### config.mk
export PLATFORM = sky130hd
export DESIGN_NAME = ncq_tag_tracker
export DESIGN_NICKNAME = d
export VERILOG_FILES = /design/src/rtl/ncq_pkg.sv /design/src/rtl/ncq_depth_mask.sv /design/src/rtl/ncq_lowest_free.sv /design/src/rtl/ncq_issue_judge.sv /design/src/rtl/ncq_tag_tracker.sv
export SDC_FILE = /design/constraint.sdc
export NUM_CORES = 1
export LEC_CHECK = 0
export BUFFER_PORTS_ARGS = -buffer_cell sky130_fd_sc_hd__buf_2
export CORE_AREA = 3 3 93 95
export CTS_CLUSTER_DIAMETER = 60
export DETAILED_ROUTE_END_ITERATION = 7
export DIE_AREA = 0 0 96 98
export GPL_ROUTABILITY_DRIVEN = 0
export PLACE_DENSITY_LB_ADDON = 0.12
export SETUP_SLACK_MARGIN = 0.15
export SYNTH_ARGS = -nofsm -noshare
export SYNTH_HDL_FRONTEND = slang
export SYNTH_SLANG_ARGS = --single-unit
### constraint.sdc
create_clock -name clk -period 5.3 [get_ports clk]
set_clock_uncertainty 0.05 [all_clocks]
set_input_delay 0.53 -clock clk [delete_from_list [all_inputs] [get_ports clk]]
set_output_delay 0.53 -clock clk [all_outputs]
set_load 0.02 [all_outputs]
### src/rtl/ncq_pkg.sv
// Package: shared parameters and the issue verdict type for the tag tracker.
// Assumes at most 32 tags, as a queued command slot register is 32 bits.
package ncq_pkg;
    localparam int unsigned NCQ_MAX_TAGS = 32;

    // Outcome of judging one issue request against the current queue state.
    typedef enum logic [1:0] {
        VERDICT_NONE   = 2'd0,
        VERDICT_ACCEPT = 2'd1,
        VERDICT_REJECT = 2'd2,
        VERDICT_MIXFAIL = 2'd3
    } verdict_e;
endpackage

### src/rtl/ncq_depth_mask.sv
// Module: ncq_depth_mask
// Turns the programmed depth into a per-tag usable mask (tag < depth).
// Assumes depth values above NUM_TAGS simply enable every tag.
module ncq_depth_mask #(
    parameter int NUM_TAGS = 32,
    parameter int DEPTH_W  = $clog2(NUM_TAGS + 1)
) (
    input  logic [DEPTH_W-1:0]  depth,
    output logic [NUM_TAGS-1:0] usable
);
    // One comparator per tag; structure repeats so it is generated.
    for (genvar gi = 0; gi < NUM_TAGS; gi++) begin : g_cmp
        assign usable[gi] = (depth > DEPTH_W'(gi));
    end
endmodule

### src/rtl/ncq_lowest_free.sv
// Module: ncq_lowest_free
// Finds the lowest-numbered set bit in an availability vector.
// Assumes the caller already masked out busy and out-of-depth tags.
module ncq_lowest_free #(
    parameter int NUM_TAGS = 32,
    parameter int TAG_W    = $clog2(NUM_TAGS)
) (
    input  logic [NUM_TAGS-1:0] avail,
    output logic [TAG_W-1:0]    idx,
    output logic                none
);
    // Priority scan from the top down so the lowest index wins last.
    always_comb begin
        idx = '0;
        for (int i = NUM_TAGS - 1; i >= 0; i--) begin
            if (avail[i]) idx = TAG_W'(i);
        end
        none = ~(|avail);
    end
endmodule

### src/rtl/ncq_issue_judge.sv
// Module: ncq_issue_judge
// Decides whether an issue request is accepted, refused, or fails the
// outstanding queue because a non-queued command was mixed in.
// Assumes active/frozen are the registered state before this cycle's update.
module ncq_issue_judge
    import ncq_pkg::*;
#(
    parameter int NUM_TAGS = 32,
    parameter int TAG_W    = $clog2(NUM_TAGS)
) (
    input  logic                issue_valid,
    input  logic                issue_queued,
    input  logic [TAG_W-1:0]    issue_tag,
    input  logic [NUM_TAGS-1:0] active,
    input  logic [NUM_TAGS-1:0] usable,
    input  logic                frozen,
    input  logic                clear,
    output verdict_e            verdict
);
    logic tag_open;
    logic any_active;

    // Tag is open when within depth and its slot is idle.
    always_comb begin
        tag_open   = usable[issue_tag] & ~active[issue_tag];
        any_active = |active;
    end

    // Verdict priority: clear, then queued rules, then non-queued rules.
    always_comb begin
        if (!issue_valid) begin
            verdict = VERDICT_NONE;
        end else if (clear) begin
            verdict = VERDICT_REJECT;
        end else if (issue_queued) begin
            verdict = (!frozen && tag_open) ? VERDICT_ACCEPT : VERDICT_REJECT;
        end else if (any_active) begin
            verdict = VERDICT_MIXFAIL;
        end else begin
            verdict = frozen ? VERDICT_REJECT : VERDICT_ACCEPT;
        end
    end
endmodule

### src/rtl/ncq_tag_tracker.sv
// Module: ncq_tag_tracker (top)
// Host-side record of in-flight queued commands: sets slots on accepted
// queued issue, retires slots from completion masks, offers the lowest free
// tag, freezes on device errors or mixed command kinds, drives activity.
// Assumes one issue request and one notice of each kind per cycle at most.
module ncq_tag_tracker
    import ncq_pkg::*;
#(
    parameter int NUM_TAGS = NCQ_MAX_TAGS,
    localparam int TAG_W   = $clog2(NUM_TAGS),
    localparam int DEPTH_W = $clog2(NUM_TAGS + 1)
) (
    input  logic                clk,
    input  logic                rst_n,
    input  logic [DEPTH_W-1:0]  cfg_depth,
    input  logic                issue_valid,
    input  logic                issue_queued,
    input  logic [TAG_W-1:0]    issue_tag,
    input  logic                sdb_valid,
    input  logic [NUM_TAGS-1:0] sdb_mask,
    input  logic                sdb_err,
    input  logic                d2h_valid,
    input  logic                d2h_err,
    input  logic                dev_bsy,
    input  logic                sw_clear,
    output logic [NUM_TAGS-1:0] active_slots,
    output logic [TAG_W-1:0]    free_tag,
    output logic                all_full,
    output logic                issue_ack,
    output logic                issue_nak,
    output logic                fail_valid,
    output logic [NUM_TAGS-1:0] fail_mask,
    output logic                err_frozen,
    output logic                act_led_n
);
    logic [NUM_TAGS-1:0] usable;
    logic [NUM_TAGS-1:0] avail;
    logic [NUM_TAGS-1:0] set_vec;
    logic [NUM_TAGS-1:0] retire_vec;
    logic [NUM_TAGS-1:0] active_nxt;
    logic                err_seen;
    verdict_e            verdict;

    ncq_depth_mask #(.NUM_TAGS(NUM_TAGS), .DEPTH_W(DEPTH_W)) u_depth (
        .depth  (cfg_depth),
        .usable (usable)
    );

    // Free tags are those within depth whose slot is idle.
    always_comb avail = usable & ~active_slots;

    ncq_lowest_free #(.NUM_TAGS(NUM_TAGS), .TAG_W(TAG_W)) u_free (
        .avail (avail),
        .idx   (free_tag),
        .none  (all_full)
    );

    ncq_issue_judge #(.NUM_TAGS(NUM_TAGS), .TAG_W(TAG_W)) u_judge (
        .issue_valid  (issue_valid),
        .issue_queued (issue_queued),
        .issue_tag    (issue_tag),
        .active       (active_slots),
        .usable       (usable),
        .frozen       (err_frozen),
        .clear        (sw_clear),
        .verdict      (verdict)
    );

    // Build the set and retire vectors and the next slot state.
    always_comb begin
        set_vec    = '0;
        retire_vec = sdb_valid ? sdb_mask : '0;
        if (verdict == VERDICT_ACCEPT && issue_queued)
            set_vec[issue_tag] = 1'b1;
        if (verdict == VERDICT_MIXFAIL)
            active_nxt = '0;
        else
            active_nxt = (active_slots & ~retire_vec) | set_vec;
        err_seen = (sdb_valid & sdb_err) | (d2h_valid & d2h_err);
    end

    // Slot register and freeze latch; clear overrides all other events.
    always_ff @(posedge clk) begin
        if (!rst_n || sw_clear) begin
            active_slots <= '0;
            err_frozen   <= 1'b0;
        end else begin
            active_slots <= active_nxt;
            err_frozen   <= err_frozen | err_seen | (verdict == VERDICT_MIXFAIL);
        end
    end

    // One-cycle result pulses and the failure report.
    always_ff @(posedge clk) begin
        if (!rst_n) begin
            issue_ack  <= 1'b0;
            issue_nak  <= 1'b0;
            fail_valid <= 1'b0;
            fail_mask  <= '0;
        end else begin
            issue_ack  <= (verdict == VERDICT_ACCEPT);
            issue_nak  <= (verdict == VERDICT_REJECT) || (verdict == VERDICT_MIXFAIL);
            fail_valid <= (verdict == VERDICT_MIXFAIL);
            fail_mask  <= (verdict == VERDICT_MIXFAIL) ? active_slots : '0;
        end
    end

    // Activity indicator, active low, from busy flag or any active slot.
    always_comb act_led_n = ~(dev_bsy | (|active_slots));
endmodule

==> metrics <==
worst vdd ir 0.1734 mV; Worst EP required 4.72 ns; # diodes 0; most used flip-flop cell after synthesis dfxtp_1; Period Utilization, post-route 62.84%; asr flop ratio synth 0%; static leakage around 2.2 nW; DP HPWL 9.816 mm; critical path class in -> out; most common cell after layout, fill and taps aside buf_2; CTS H-tree lvls 3; Root Driver clkbuf_8; Seq cells post-synth 68; share of cells above drive strength 1 26.68%; Place WS approximately 2.0 ns; Slew @ Worst Pin 0.9961 ns; max incr delay on CP between 0.8 and 0.9 ns; All-Layer GR Usage between 20 and 30%; Min-Delay Path Class in -> reg; RSZ-0062 raised after global routing no; overall routed net length roughly 13 mm; global route overflow 0; port bufs between 100 and 150; fmax approximately 300 MHz; 1st-iter DRT viols 478; Die Height between 90 and 100 µm; CTS hold repair buffers 0; Post-Syn Area roughly 4000 µm²; Slew Limit Fails 0; Most common cell on crit path buf_2; Mapped Nets between 500 and 600; Die X-Extent approximately 96 µm; die area 9408 µm²; largest net degree at the start of global routing 38; drt pass-1 iters 5; Syn. warnings 0; setup TNS 0 ns; cell count after synthesis 504; number of synthesized flops with an enable pin 0; CP max-delay cell nor3_1; post-layout minimum cycle time ~3.3 ns; clock-pin slew on the worst setup and hold paths 0.07 ns; CP Buf/Inv Count 2; commonest cells after routing, fill and taps aside 127 x buf_2, 68 x dfxtp_1, 62 x nand2_1; Seq/Total Area, Yosys about a third; Rel. slew slack 33.08%; Final Hold Slack approximately 0.40 ns; crit path launch type input pin; Yosys cell types between 60 and 70; fillers 763; first-pass GRT wire length roughly 21 mm; Final Hold Viols 0; CTS Buf Count 9; Antenna Nets Post-Route 0; CTS Sinks slightly below 70; CP arrival ~2.8 ns; initial antenna violation count 0; DR vias/cell between 6 and 7; # Post-CTS Setup Buffers 0; worst skew pair latency roughly 0.34 ns; Area Growth Syn to Fin 20.92%; row count 32; wire per inst about 19 µm; Final Setup Violations 0; Starting Density 49.87%; setup ws final around 2.0 ns; Vias between 4k and 5k; drt drc 0; Worst path top cell family by delay simple AND/OR/NAND/NOR gates; Mean Syn Cell Area just under 8 µm²; Pwr Total ~0.0011 W; Power Density about 230 nW/µm²; nets 660; vias in the first global route a little over 4k; Post-CTS Resized 0; clock tree buffer depth 2; Core Area around 8000 µm²; IO Count about 130; crit path cell chain buf_2 -> nor3_1 -> a21boi_0 -> a21oi_1 -> nand3_1 -> nor3b_1 -> buf_2; CTS tree yes; CP Capture Type output pin; status finished, final reports clean; max_cap viols 0; CP Max Fanout 22
synthesized netlist by cell type (7+ instances only):
cell type / count / area (µm²)
nor2b_1: 7 / 43.79
o21ai_0: 46 / 230.2
nor4_1: 12 / 75.07
nand4_1: 7 / 43.79
nor2_1: 29 / 108.9
buf_2: 10 / 50.05
dfxtp_1: 68 / 1361
nor3_1: 10 / 50.05
a21o_1: 8 / 60.06
a21oi_1: 25 / 125.1
clkbuf_1: 25 / 93.84
nand2_1: 62 / 232.7
and3_1: 37 / 231.5
nand3_1: 43 / 215.2
power breakdown:
group	switching, W	internal, W	total [W]
logic	0.0000916	0.0000487	0.000140
clock network	0.000178	0.000227	0.000406
registers	0.00000144	0.000512	0.000514
total	0.000271	0.000788	0.00106
flip-flops by register name, summed over array words and instances, names as in the netlist:
name and cells:
active_slots 32, fail_mask 32, err_frozen 1, fail_valid 1
issue_ack 1, issue_nak 1
per-layer routing:
layer	track usage, %	vias up	part of all wire, %
li1	-	2076	-
met1	38.66	2043	41
met4	10.61	0	2.5
met5	0	-	0
met2	43.55	268	46
met3	5.393	40	10
through the flow:
step	cell area, µm²	instances	util (%)
after floorplan	3894	504	-
after global placement	4524	698	57.95
after detailed placement	4524	698	57.95
after CTS	4708	713	60.30
after global routing	4708	713	60.30
final	4708	713	60.30
worst register-to-register path: stages (launching register included):
cell and delay, ns:
dfxtp_1 0.45, nor4_1 0.44, nand4_1 0.26, nor2_1 0.29
nor4_2 0.08, buf_4 0.21, nor2_2 0.12, buf_4 0.36
nand3_1 0.21, o21ai_0 0.18
path summary, 6_finish.rpt:
kind                          startpoint                           to  slack [ns]  depth (start not counted)
min reg2reg  active_slots[22]$_SDFF_PP0_     fail_mask[22]$_SDFF_PN0_        0.54                          1
min                          issue_valid         issue_nak$_SDFF_PN0_        0.40                          2
max                         cfg_depth[3]                  free_tag[4]        1.97                          7
max reg2reg  active_slots[24]$_SDFF_PP0_  active_slots[26]$_SDFF_PP0_        2.58                          9
cells by family (layout without fill, tap and decap cells):
family | count (synthesis) | after routing | synth area share (%)
DFF | 68 | 68 | 34.96
buffers and inverters | 44 | 151 | 4.788
AOI/OAI and AO/OA | 142 | 142 | 24.04
and+or+nand+nor | 239 | 239 | 32.04
muxes | 11 | 11 | 4.177
cell type report:
type                            count  area (µm²)  share of cell area (%)
Clock buffer                       13       148.9                   3.162
Clock inverter                      2       35.03                  0.7441
Multi-Input combinational cell    392        2355                   50.01
Sequential cell                    68        1361                   28.91
Timing Repair Buffer              130       658.1                   13.98
Tap cell                          102       127.6                   2.711
Inverter                            6       22.52                  0.4783
Note: power is estimated with default switching activity, not from simulation.
